File: src/rtl/pin_evt_pkg.sv
package pin_evt_pkg;

  // Per-pin control bundle handed from the control side to the datapath
  typedef struct packed {
    logic filtEn;
    logic modeHi;
    logic modeLo;
    logic flagClr;
  } pinCtl_t;

  // Edge mode code {modeHi, modeLo}
  typedef enum logic [1:0] {
    MODE_ANY  = 2'b00,
    MODE_RISE = 2'b01,
    MODE_FALL = 2'b10,
    MODE_NONE = 2'b11
  } edgeMode_e;

endpackage

File: src/rtl/pin_evt_ctrl.sv
module pin_evt_ctrl
  import pin_evt_pkg::*;
#(
  parameter int NUM_PINS = 32
) (
  input  logic                clk,
  input  logic                rstN,
  input  logic [NUM_PINS-1:0] filtSet,
  input  logic [NUM_PINS-1:0] filtClr,
  input  logic [NUM_PINS-1:0] intEnSet,
  input  logic [NUM_PINS-1:0] intEnClr,
  input  logic [NUM_PINS-1:0] modeLoSet,
  input  logic [NUM_PINS-1:0] modeLoClr,
  input  logic [NUM_PINS-1:0] modeHiSet,
  input  logic [NUM_PINS-1:0] modeHiClr,
  input  logic [NUM_PINS-1:0] flagClr,
  input  logic [NUM_PINS-1:0] flags,
  output pinCtl_t [NUM_PINS-1:0] ctl,
  output logic                irq
);

  logic [NUM_PINS-1:0] filtEnQ, intEnQ, modeLoQ, modeHiQ;

  // Clear has priority over set for the same bit
  function automatic logic [NUM_PINS-1:0] applySetClr(
    input logic [NUM_PINS-1:0] cur,
    input logic [NUM_PINS-1:0] setV,
    input logic [NUM_PINS-1:0] clrV
  );
    return (cur | setV) & ~clrV;
  endfunction

  always_ff @(posedge clk or negedge rstN) begin
    if (!rstN) begin
      filtEnQ <= '0;
      intEnQ  <= '0;
      modeLoQ <= '0;
      modeHiQ <= '0;
    end else begin
      filtEnQ <= applySetClr(filtEnQ, filtSet, filtClr);
      intEnQ  <= applySetClr(intEnQ, intEnSet, intEnClr);
      modeLoQ <= applySetClr(modeLoQ, modeLoSet, modeLoClr);
      modeHiQ <= applySetClr(modeHiQ, modeHiSet, modeHiClr);
    end
  end

  for (genvar i = 0; i < NUM_PINS; i++) begin : g_pin
    assign ctl[i] = '{filtEn:  filtEnQ[i],
                      modeHi:  modeHiQ[i],
                      modeLo:  modeLoQ[i],
                      flagClr: flagClr[i]};
  end

  assign irq = |(flags & intEnQ);

  // a bit cleared in the previous cycle is 0 now, even if it was also set
  p_filt_clear_wins_r9: assert property (@(posedge clk) disable iff (!rstN)
    (filtEnQ & $past(filtClr)) == '0);
  p_inten_clear_wins_r9: assert property (@(posedge clk) disable iff (!rstN)
    (intEnQ & $past(intEnClr)) == '0);
  // an enable bit rises only through its set strobe
  p_inten_rise_needs_set_r9: assert property (@(posedge clk) disable iff (!rstN)
    (intEnQ & ~$past(intEnQ) & ~$past(intEnSet)) == '0);
  // irq needs at least one flagged pin
  p_irq_needs_flag_r8: assert property (@(posedge clk) disable iff (!rstN)
    irq |-> (flags != '0));

endmodule

File: src/rtl/pin_evt_datapath.sv
module pin_evt_datapath
  import pin_evt_pkg::*;
#(
  parameter int NUM_PINS    = 32,
  parameter int SYNC_STAGES = 2
) (
  input  logic                   clk,
  input  logic                   rstN,
  input  logic [NUM_PINS-1:0]    pinIn,
  input  pinCtl_t [NUM_PINS-1:0] ctl,
  output logic [NUM_PINS-1:0]    flags,
  output logic [NUM_PINS-1:0]    evtPulse
);

  typedef logic [SYNC_STAGES-1:0] syncVec_t;
  localparam syncVec_t ONE_LSB = syncVec_t'(1);

  // Tracks how far valid data has travelled down the synchronizers
  syncVec_t vldQ;
  logic     armedQ;
  logic     sampleValid;

  assign sampleValid = vldQ[SYNC_STAGES-1];

  always_ff @(posedge clk or negedge rstN) begin
    if (!rstN) begin
      vldQ   <= '0;
      armedQ <= 1'b0;
    end else begin
      vldQ   <= (vldQ << 1) | ONE_LSB;
      armedQ <= sampleValid;
    end
  end

  logic [NUM_PINS-1:0] clrVec, sampledVec, prevVec, filtVec;

  for (genvar i = 0; i < NUM_PINS; i++) begin : g_pin
    syncVec_t syncQ;
    logic     sampled;
    logic     prevQ, filtQ, lastQ, flagQ;
    logic     level, changed, evt;

    assign sampled = syncQ[SYNC_STAGES-1];
    // Filtered level is used only once the filter has been seeded
    assign level   = (ctl[i].filtEn && armedQ) ? filtQ : sampled;
    assign changed = armedQ && (level != lastQ);

    always_comb begin
      unique case (edgeMode_e'({ctl[i].modeHi, ctl[i].modeLo}))
        MODE_ANY:  evt = changed;
        MODE_RISE: evt = changed && level;
        MODE_FALL: evt = changed && !level;
        default:   evt = 1'b0;
      endcase
    end

    always_ff @(posedge clk or negedge rstN) begin
      if (!rstN) begin
        syncQ <= '0;
        prevQ <= 1'b0;
        filtQ <= 1'b0;
        lastQ <= 1'b0;
        flagQ <= 1'b0;
      end else begin
        syncQ <= (syncQ << 1) | syncVec_t'(pinIn[i]);
        prevQ <= sampled;
        if (!armedQ || (sampled == prevQ)) filtQ <= sampled;
        lastQ <= level;
        // A new edge wins over a clear in the same cycle
        flagQ <= (flagQ & ~ctl[i].flagClr) | evt;
      end
    end

    assign flags[i]      = flagQ;
    assign evtPulse[i]   = evt;
    assign clrVec[i]     = ctl[i].flagClr;
    assign sampledVec[i] = sampled;
    assign prevVec[i]    = prevQ;
    assign filtVec[i]    = filtQ;

    // reserved mode code never reports an edge
    p_reserved_quiet_r3: assert property (@(posedge clk) disable iff (!rstN)
      (ctl[i].modeHi && ctl[i].modeLo) |-> !evtPulse[i]);
  end

  // an event sets its flag at the next edge
  p_event_sets_flag_r6: assert property (@(posedge clk) disable iff (!rstN)
    (flags & $past(evtPulse)) == $past(evtPulse));
  // a flag rises only because of an event
  p_flag_from_event_r6: assert property (@(posedge clk) disable iff (!rstN)
    (flags & ~$past(flags) & ~$past(evtPulse)) == '0);
  // a flag falls only through its clear strobe
  p_flag_sticky_r6: assert property (@(posedge clk) disable iff (!rstN)
    (~flags & $past(flags) & ~$past(clrVec)) == '0);
  // no event before the reference level is seeded
  p_no_early_event_r10: assert property (@(posedge clk) disable iff (!rstN)
    !armedQ |-> (evtPulse == '0));
  // once running, the filter moves only to a level seen twice in a row
  p_filter_stable_r4: assert property (@(posedge clk) disable iff (!rstN)
    $past(armedQ) |->
      (((filtVec ^ $past(filtVec)) & ($past(sampledVec) ^ $past(prevVec))) == '0));

endmodule

File: src/rtl/pin_evt_top.sv
module pin_evt_top
  import pin_evt_pkg::*;
#(
  parameter int NUM_PINS    = 32,
  parameter int SYNC_STAGES = 2
) (
  input  logic                clk,
  input  logic                rstN,
  input  logic [NUM_PINS-1:0] pinIn,
  input  logic [NUM_PINS-1:0] filtSet,
  input  logic [NUM_PINS-1:0] filtClr,
  input  logic [NUM_PINS-1:0] intEnSet,
  input  logic [NUM_PINS-1:0] intEnClr,
  input  logic [NUM_PINS-1:0] modeLoSet,
  input  logic [NUM_PINS-1:0] modeLoClr,
  input  logic [NUM_PINS-1:0] modeHiSet,
  input  logic [NUM_PINS-1:0] modeHiClr,
  input  logic [NUM_PINS-1:0] flagClr,
  output logic [NUM_PINS-1:0] flags,
  output logic                irq,
  output logic [NUM_PINS-1:0] evtPulse
);

  pinCtl_t [NUM_PINS-1:0] pinCtl;

  pin_evt_ctrl #(.NUM_PINS(NUM_PINS)) u_ctrl (
    .clk       (clk),
    .rstN      (rstN),
    .filtSet   (filtSet),
    .filtClr   (filtClr),
    .intEnSet  (intEnSet),
    .intEnClr  (intEnClr),
    .modeLoSet (modeLoSet),
    .modeLoClr (modeLoClr),
    .modeHiSet (modeHiSet),
    .modeHiClr (modeHiClr),
    .flagClr   (flagClr),
    .flags     (flags),
    .ctl       (pinCtl),
    .irq       (irq)
  );

  pin_evt_datapath #(.NUM_PINS(NUM_PINS), .SYNC_STAGES(SYNC_STAGES)) u_dp (
    .clk      (clk),
    .rstN     (rstN),
    .pinIn    (pinIn),
    .ctl      (pinCtl),
    .flags    (flags),
    .evtPulse (evtPulse)
  );

endmodule

File: config.mk
export PLATFORM = sky130hd
export DESIGN_NAME = pin_evt_top
export DESIGN_NICKNAME = d
export VERILOG_FILES = /design/src/rtl/pin_evt_pkg.sv /design/src/rtl/pin_evt_ctrl.sv /design/src/rtl/pin_evt_datapath.sv /design/src/rtl/pin_evt_top.sv
export SDC_FILE = /design/constraint.sdc
export NUM_CORES = 1
export LEC_CHECK = 0
export BUFFER_PORTS_ARGS = -buffer_cell sky130_fd_sc_hd__buf_2
export CAP_MARGIN = 0
export CORE_AREA = 2 2 224 226
export CTS_BUF_LIST = sky130_fd_sc_hd__clkbuf_16
export DETAILED_ROUTE_END_ITERATION = 8
export DIE_AREA = 0 0 226 228
export PLACE_DENSITY_LB_ADDON = 0.3
export SLEW_MARGIN = 20
export SYNTH_ARGS = -nofsm -noshare
export SYNTH_HDL_FRONTEND = slang
export SYNTH_SLANG_ARGS = --single-unit
File: constraint.sdc
create_clock -name clk -period 3.4 [get_ports clk]
set_input_delay 0.17 -clock clk [delete_from_list [all_inputs] [get_ports clk]]
set_output_delay 0.17 -clock clk [all_outputs]
set_load 0.01 [all_outputs]
# Word-level counts from Yosys, hierarchy flattened
# Index checks and enable logic that the tools add are counted.
totals:
  regBits: 323
  latchBits: 0
  mem_bits_rw: 0
  rom_bits: 0
  inputBits: 322
  out_inout_bits: 65
  word_cells: 725
  mem_count: 0
op_classes:
  n_addsub: 0
  n_mul: 0
  n_div: 0
  order_cmp: 0
  n_eq_ne: 128
  shift: 0
  n_mux: 64
  n_bitwise: 141
  n_reduce_logical: 226
op_table:
  columns: ["op", "count"]
  rows:
  - ["$and A32 B32 Y32", 5]
  - ["$logic_and A1 B1 Y1", 128]
  - ["$not A32 Y32", 4]
  - ["$or A32 B32 Y32", 4]
  - ["$pmux W1 S3", 32]
  - ["$eq A2 B1 Y1 const B", 32]
  - ["$eq A2 B2 Y1 const B", 32]
  - ["$logic_not A2 Y1", 32]
  - ["$or A2 B1 Y2", 32]
  - ["$logic_not A1 Y1", 33]
  - ["$and A1 B1 Y1", 32]
  - ["$eq A1 B1 Y1", 32]
  - ["$logic_or A1 B1 Y1", 32]
  - ["$mux W1", 32]
  - ["$ne A1 B1 Y1", 32]
  - ["$not A1 Y1", 32]
  - ["$or A1 B1 Y1", 32]
  - ["$reduce_or A32 Y1", 1]

# Logic depth before layout (Yosys ltp)
# Gate-level depths: netlist (run 1).
depth:
  depth_word: 7
  ltp_mapped: 8
  ltp_nobuf: 6

# By module
# A second synthesis (run 1) with hierarchy kept.
hier_totals:
  hier_cells: 1361
  area_unflattened_um2: 14906.8
modules_own_cells:
  columns: ["mod", "instances", "cells_per_inst", "area_each_um2", "seq_area_each_um2"]
  rows:
  - ["pin_evt_datapath", 1, 924, 10339.9, 4879.7]
  - ["pin_evt_ctrl", 1, 437, 4566.9, 3203.1]

# Worst setup path after synthesis (run 1)
# OpenSTA, ideal clock, no wires.
synth_timing:
  path_kind: "reg2out"
  startpoint: "register u_dp.armedQ"
  endpoint: "output port evtPulse[14]"
  arrival_time_ns: 1.463
  required_ns: 3.230
  setup_slack_ns: 1.767
  path_stages_with_launch: 8
  path_buffers: 3
  path_cell_list: "dfrtp_1 > buf_4 > buf_6 > nand2_1 > mux2i_1 > mux2_2 > nor2_1 > buf_4"
synth_via:
  elab_chain_len: 6
  elab_cells_between_ends: 8
  cone_classes: "eq/ne: 1; mux: 2; reduce/logical: 5"
synth_rtl:
  columns: ["item", "line_no", "source"]
  rows:
  - ["start: declaration", "pin_evt_datapath.sv:20", "logic armedQ;"]
  - ["start signal: assignment", "pin_evt_datapath.sv:31", "armedQ <= sampleValid;"]
  - ["$logic_and A1 B1 Y1", "pin_evt_datapath.sv:45", "assign level = (ctl[i].filtEn && armedQ) ? filtQ : sampled;"]
  - ["$mux W1", "pin_evt_datapath.sv:45", null]
  - ["$ne A1 B1 Y1", "pin_evt_datapath.sv:46", "assign changed = armedQ && (level != lastQ);"]
  - ["$logic_and A1 B1 Y1", "pin_evt_datapath.sv:46", null]
  - ["$logic_and A1 B1 Y1, on equally long branches", "pin_evt_datapath.sv:52, pin_evt_datapath.sv:51", null]
  - ["$pmux W1 S3 (*)", "pin_evt_datapath.sv:49", "unique case (edgeMode_e'({ctl[i].modeHi, ctl[i].modeLo}))"]
  - ["end: declaration", "pin_evt_top.sv:21", "output logic [NUM_PINS-1:0] evtPulse"]
# Every way passes the cells marked *; elsewhere a longest branch is shown, timed or not.

# Final worst setup path (run 1)
layout_timing:
  startpoint: "register u_dp.armedQ"
  endpoint: "output port evtPulse[26]"
layout_via:
  elab_chain_len: 6
  elab_cells_between_ends: 8
  cone_classes: "eq/ne: 1; mux: 2; reduce/logical: 5"
layout_rtl:
  columns: ["item", "line_no", "source"]
  rows:
  - ["$logic_and A1 B1 Y1 (*)", "pin_evt_datapath.sv:45", null]
  - ["$mux W1 (*)", "pin_evt_datapath.sv:45", null]
  - ["named net u_dp.g_pin[26].level", "pin_evt_datapath.sv:41", "logic level, changed, evt;"]
  - ["$ne A1 B1 Y1", "pin_evt_datapath.sv:46", null]
  - ["$logic_and A1 B1 Y1", "pin_evt_datapath.sv:46", null]
  - ["$logic_and A1 B1 Y1, on equally long branches", "pin_evt_datapath.sv:52, pin_evt_datapath.sv:51", null]
  - ["$pmux W1 S3 (*)", "pin_evt_datapath.sv:49", null]
# Mark *: on every way through the listed nets, which the timed path passes. The rest lies on a longest branch.

==> results.sh, run 1 <==
export IMPL_synth_nets=1797
export IMPL_overflow=0
export IMPL_r2r_cells=5
export IMPL_port_buffer_count=386
export IMPL_syn_area_per_cell_um2=10.5
export IMPL_worstMarginPinSlew_ns=0.801
export IMPL_worstSetupPathType="reg2out"
export IMPL_cts_root_buf="clkbuf_16"
export IMPL_cp_data_required_time_ns=3.23
export IMPL_slew_viol_final=0
export IMPL_num_rows=82
export IMPL_maxCapViolCount=0
export IMPL_antenna_cells=0
export IMPL_clock_tree_buffer_depth=3
export IMPL_postSynthCellCount=1379
export IMPL_dr_pass1_iters=4
export IMPL_cts_sinks=323
export IMPL_die_w_um=226
export IMPL_clk_latency_ns=0.55
export IMPL_drcViolationCount=0
export IMPL_final_nets=2475
export IMPL_yosysWarningCount=0
export IMPL_clk_pin_slew_ns=0.06
export IMPL_largest_reg_flops=64
export IMPL_fmax_mhz=368
export IMPL_final_common_cell="buf_2"
export IMPL_grt_first_pass_wirelength_um=63000
export IMPL_core_area_mm2=0.0493
export IMPL_h_tree_depth=2
export IMPL_num_vias=11800
export IMPL_worstPathCellList="buf_12, nand2_1, mux2_4, o21ai_0, nand2_1, buf_2"
export IMPL_numCtsBuffers=39
export IMPL_startpoint_type="register"
export IMPL_hpwlAfterDp_um=26400
export IMPL_timing_final_crit_share_pct=79.9
export IMPL_die_area_mm2=0.0515
export IMPL_drt_wl_total_um=38800
export IMPL_syn2layout_area_growth_pct=46.0
export IMPL_syn_area_mm2=0.0145
export IMPL_status="finished, final reports clean"
export IMPL_min_delay_worst_endpoint="u_dp.g_pin[16].syncQ[0]$_DFF_PN0_"
export IMPL_critPathMaxFanout=76
export IMPL_cts_post_setup_buffers_inserted=0
export IMPL_yosysSeqAreaShare_pct=55.6
export IMPL_min_path_cells=2
export IMPL_placed_area_mm2=0.0169
export IMPL_regToRegSetupSlack_ns=1.39
export IMPL_cp_num_buf_inv=2
export IMPL_drt_iter0_drc=400
export IMPL_grt_usage_pct=15.3
export IMPL_arrival_ns=2.55
export IMPL_fin_crit_ns=2.72
export IMPL_cp_top_family="flip-flops"
export IMPL_hp_class="in2reg"
export IMPL_routabilityCongestion=0.773
export IMPL_drive_above_1_share_pct=23.3
export IMPL_p_leak_nw=10.6
export IMPL_antenna_found_initial=2
export IMPL_finClkSkew_ns=0.0164
export IMPL_r2r_start="u_dp.armedQ$_DFF_PN0_"
export IMPL_cts_tree="built"
export IMPL_relSlewSlack_pct=46.6
export IMPL_layout_common_cells="buf_2 (385), dfrtp_1 (322), dlygate4sd3_1 (321), nor2_1 (296), ha_1 (96)"
export IMPL_grt_pass1_vias=12800
export IMPL_drt_vias_per_instance=4.30
export IMPL_hp_start="pinIn[16]"
export IMPL_cpPeakStageDelay_ns=0.71
export IMPL_final_antenna_net_count=0
export IMPL_rsz0062_at_grt="false"
export IMPL_power_density_mw_per_mm2=459
export IMPL_finalHoldViolations=0
export IMPL_r2r_end="u_dp.g_pin[26].flagQ$_DFF_PN0_"
export IMPL_synth_seq_cells=323
export IMPL_fin_ws_ns=0.685
export IMPL_dp_slack_ns=1.20
export IMPL_cts_resized_gates=0
export IMPL_grt_max_degree=103
export IMPL_stdcell_area_mm2=0.0212
export IMPL_setup_tns_final_ns=0
export IMPL_wl_per_cell_um=14.1
export IMPL_initial_core_util_pct=29.5
export IMPL_end_kind="output port"
export IMPL_cts_hold_buf=321
export IMPL_p_total_mw=9.74
export IMPL_die_h_um=228
export IMPL_ir_drop_mv=0.305
export IMPL_crit_top_cell="nand2_1"
export IMPL_io_pins=387
export IMPL_largest_register="u_dp.g_pin.syncQ"
export IMPL_setup_violations=0
export IMPL_yosysUniqueCellTypes=31
export IMPL_crit_slowest_cell="dfrtp_4"
kinds of logic after synthesis:
group	count (synthesis)	synth area share (%)
AO/OA/AOI/OAI	152	6.57
adder cells (fa/ha/maj)	96	8.26
buffers and inverters	160	6.20
flip-flops	323	55.6
multiplexers	39	3.14
other	1	0.0258
AND/OR/NAND/NOR	608	20.2
per-layer routing:
layer	global-route usage (%)	routed length (um)
met5	0	21
met2	27.7	19400
met4	5.59	1170
met3	3.05	1820
met1	17.8	16500
synth_stat cells:
master | n | area (um^2)
o21ai_1 | 6 | 30.0
mux2i_1 | 7 | 70.1
a21boi_1 | 1 | 7.51
nand4_1 | 29 | 181
and2b_1 | 1 | 7.51
a21o_1 | 31 | 233
conb_1 | 1 | 3.75
nand2b_1 | 87 | 544
buf_6 | 3 | 33.8
nor2b_1 | 31 | 194
or4_1 | 1 | 7.51
o21ai_0 | 18 | 90.1
ha_1 | 96 | 1200
or2_1 | 1 | 6.26
buf_2 | 6 | 30.0
buf_4 | 72 | 541
inv_1 | 79 | 297
dfrtp_1 | 323 | 8080
nand2_1 | 63 | 236
a21oi_1 | 65 | 325
nand3_1 | 50 | 250
o21bai_1 | 7 | 52.6
mux2_2 | 25 | 282
nand3b_1 | 1 | 7.51
a22oi_1 | 16 | 120
mux2_4 | 7 | 105
nor3b_1 | 24 | 180
a211o_1 | 1 | 8.76
nor4b_1 | 24 | 210
nor2_1 | 296 | 1110
o22ai_2 | 7 | 87.6
power by group:
group	switching, mW	internal [mW]	total [mW]
sequential	0.271	4.14	4.42
clock	1.64	2.20	3.83
combinational	0.667	0.822	1.49
total	2.58	7.16	9.74
final cells by class:
cell class                      instances  area [um^2]
Fill cell                            4578        28100
Sequential cell                       323         8090
Multi-Input combinational cell        896         5550
Timing Repair Buffer                  718         5290
Clock buffer                           40         1000
Tap cell                              672          841
Inverter                               79          297
Clock inverter                         27          155
how the worst max path moves through the flow:
stage,endpoint,from,slack [ns],depth (start not counted)
5_1_grt,evtPulse[26],u_dp.armedQ$_DFF_PN0_,0.41,6
3_3_place_gp,evtPulse[26],u_dp.armedQ$_DFF_PN0_,1.29,6
3_5_place_dp,evtPulse[26],u_dp.armedQ$_DFF_PN0_,1.20,6
4_1_cts,evtPulse[26],u_dp.armedQ$_DFF_PN0_,0.60,6
6_report,evtPulse[26],u_dp.armedQ$_DFF_PN0_,0.68,6
2_1_floorplan,evtPulse[14],u_dp.armedQ$_DFF_PN0_,1.77,7
metrics by stage:
stage	cells	utilization, %	hold slack [ns]
2_1_floorplan	1379	-	-0.126
3_3_place_gp	2367	34.1	0.279
3_5_place_dp	2367	34.1	0.279
4_1_cts	2755	43.0	0.215
5_1_grt	2755	43.0	0.235
6_report	2755	43.0	0.259
worst register-to-register path: stages (launching register included):
cell and delay, ns:
dfrtp_4 0.71, buf_12 0.34, nand2_1 0.20, mux2_4 0.33
o21ai_0 0.15, nand3_1 0.13
Note: power is estimated with default switching activity, not from simulation.
==> run 2: changes to the inputs <==
clock period = 2.8 ns   (was 3.4 ns; I/O delays follow)
==> run 2 against run 1 <==
Effect of this change:
- register-to-register slack worse by 0.47 ns
- critical endpoint is now evtPulse[23]
- flip-flop and latch count unchanged
- largest cell class unchanged
- final area rose by 1.0%
- cell count rose by 0.40%
- critical path type unchanged
- non-clock buffer count did not move
- clock skew up 0.0014 ns
- sequential share of layout area fell by 0.38 points
- combinational power up 22%
==> results.sh, run 2 (same netlist as run 1, synthesis figures left out) <==
export IMPL_final_common_cell="buf_2"
export IMPL_dr_pass1_iters=5
export IMPL_num_vias=12100
export IMPL_final_antenna_net_count=0
export IMPL_layout_common_cells="buf_2 (385), dfrtp_1 (322), dlygate4sd3_1 (321), nor2_1 (296), ha_1 (96)"
export IMPL_drcViolationCount=0
export IMPL_timing_final_crit_share_pct=91.6
export IMPL_hp_class="in2reg"
export IMPL_numCtsBuffers=40
export IMPL_largest_register="u_dp.g_pin.syncQ"
export IMPL_antenna_found_initial=7
export IMPL_grt_first_pass_wirelength_um=63100
export IMPL_largest_reg_flops=64
export IMPL_critPathMaxFanout=35
export IMPL_drt_wl_total_um=39300
export IMPL_dp_slack_ns=0.727
export IMPL_overflow=0
export IMPL_io_pins=387
export IMPL_die_w_um=226
export IMPL_grt_pass1_vias=12800
export IMPL_port_buffer_count=386
export IMPL_clk_latency_ns=0.55
export IMPL_cts_sinks=323
export IMPL_end_kind="output port"
export IMPL_slew_viol_final=0
export IMPL_initial_core_util_pct=29.5
export IMPL_cts_root_buf="clkbuf_16"
export IMPL_die_h_um=228
export IMPL_finClkSkew_ns=0.0179
export IMPL_setup_violations=0
export IMPL_num_rows=82
export IMPL_cp_data_required_time_ns=2.66
export IMPL_fin_crit_ns=2.57
export IMPL_finalHoldViolations=0
export IMPL_grt_max_degree=98
export IMPL_clk_pin_slew_ns=0.06
export IMPL_setup_tns_final_ns=0
export IMPL_worstSetupPathType="reg2out"
export IMPL_syn2layout_area_growth_pct=47.4
export IMPL_worstMarginPinSlew_ns=0.791
export IMPL_drt_vias_per_instance=4.36
export IMPL_fin_ws_ns=0.234
export IMPL_core_area_mm2=0.0493
export IMPL_p_leak_nw=10.6
export IMPL_relSlewSlack_pct=47.3
export IMPL_power_density_mw_per_mm2=581
export IMPL_arrival_ns=2.43
export IMPL_routabilityCongestion=0.780
export IMPL_drive_above_1_share_pct=24.1
export IMPL_clock_tree_buffer_depth=3
export IMPL_rsz0062_at_grt="false"
export IMPL_die_area_mm2=0.0515
export IMPL_cts_resized_gates=0
export IMPL_maxCapViolCount=0
export IMPL_startpoint_type="register"
export IMPL_final_nets=2476
export IMPL_fmax_mhz=390
export IMPL_ir_drop_mv=0.369
export IMPL_h_tree_depth=2
export IMPL_status="finished, final reports clean"
export IMPL_drt_iter0_drc=450
export IMPL_wl_per_cell_um=14.2
export IMPL_grt_usage_pct=15.4
export IMPL_hpwlAfterDp_um=26500
export IMPL_cts_tree="built"
==> run 2: changes by cell type in the layout (fill, tap and decap cells not counted), sizes merged <==
cell / change
bufinv: +4
clkbuf: +1
inv: -4
diode: +4
clkinv: -2
clkinvlp: +8
==> run 2: area by class of cell <==
cell class	instances	area [um^2]
sequential	323	8090
multi-input combinational	896	5550
clock buffer	41	1030
fill	4564	27900
inverter	79	297
antenna	4	10.0
timing repair buffer	718	5300
tap	672	841
clock inverter	33	319
==> run 2: per-layer routing <==
metal / vias to the layer above / GRT usage (%) / share of wire, %
met2: 303 / 27.0 / 50
met5: - / 0 / 0.086
li1: 5884 / - / -
met4: 6 / 6.50 / 3.6
met1: 5765 / 17.7 / 41
met3: 95 / 3.92 / 5.8
==> run 2: worst paths after layout <==
kind	endpoint	depth (start not counted)	slack, ns	start
setup / recovery	evtPulse[23]	6	0.23	u_dp.armedQ$_DFF_PN0_
hold / removal	u_dp.g_pin[16].syncQ[0]$_DFF_PN0_	2	0.23	pinIn[16]
setup reg to reg	u_dp.g_pin[12].flagQ$_DFF_PN0_	5	0.92	u_dp.armedQ$_DFF_PN0_
hold reg to reg	u_dp.g_pin[31].syncQ[1]$_DFF_PN0_	0	0.35	u_dp.g_pin[31].syncQ[0]$_DFF_PN0_
max in group asynchronous	u_ctrl.intEnQ[2]$_DFF_PN0_	3	1.70	rstN
min in group asynchronous	u_ctrl.modeHiQ[8]$_DFF_PN0_	2	0.24	rstN
==> run 2: critical path, stage by stage, from the launching register on <==
cell and delay, ns:
dfrtp_4 0.63, buf_4 0.40, nand2b_1 0.12, nor4b_1 0.29, o21ai_0 0.19, nand2_1 0.09
buf_2 0.13
==> run 2: timing repair <==
item                                   CTS  global route
hold buffers                           321             0
buffers inserted                         0             0
endpoints found under the hold margin  282             0
==> run 2: where the power goes <==
group	total, mW	switching (mW)	leakage (nW)	internal, mW
clock	5.27	2.12	0.645	3.15
sequential	5.36	0.327	3.93	5.03
combinational	1.82	0.819	6.03	0.999
total	12.4	3.27	10.6	9.18
==> run 2: through the flow <==
stage | utilization, % | hold slack (ns) | power [mW] | instance area [um^2] | cells
after global placement | 34.2 | 0.241 | 6.82 | 16900 | 2367
after floorplan | - | -0.156 | 6.26 | 14500 | 1379
final | 43.4 | 0.232 | 12.4 | 21400 | 2766
after CTS | 43.4 | 0.187 | 12.7 | 21400 | 2762
after detailed placement | 34.2 | 0.249 | 6.87 | 16900 | 2367
after global routing | 43.4 | 0.197 | 13.1 | 21400 | 2766
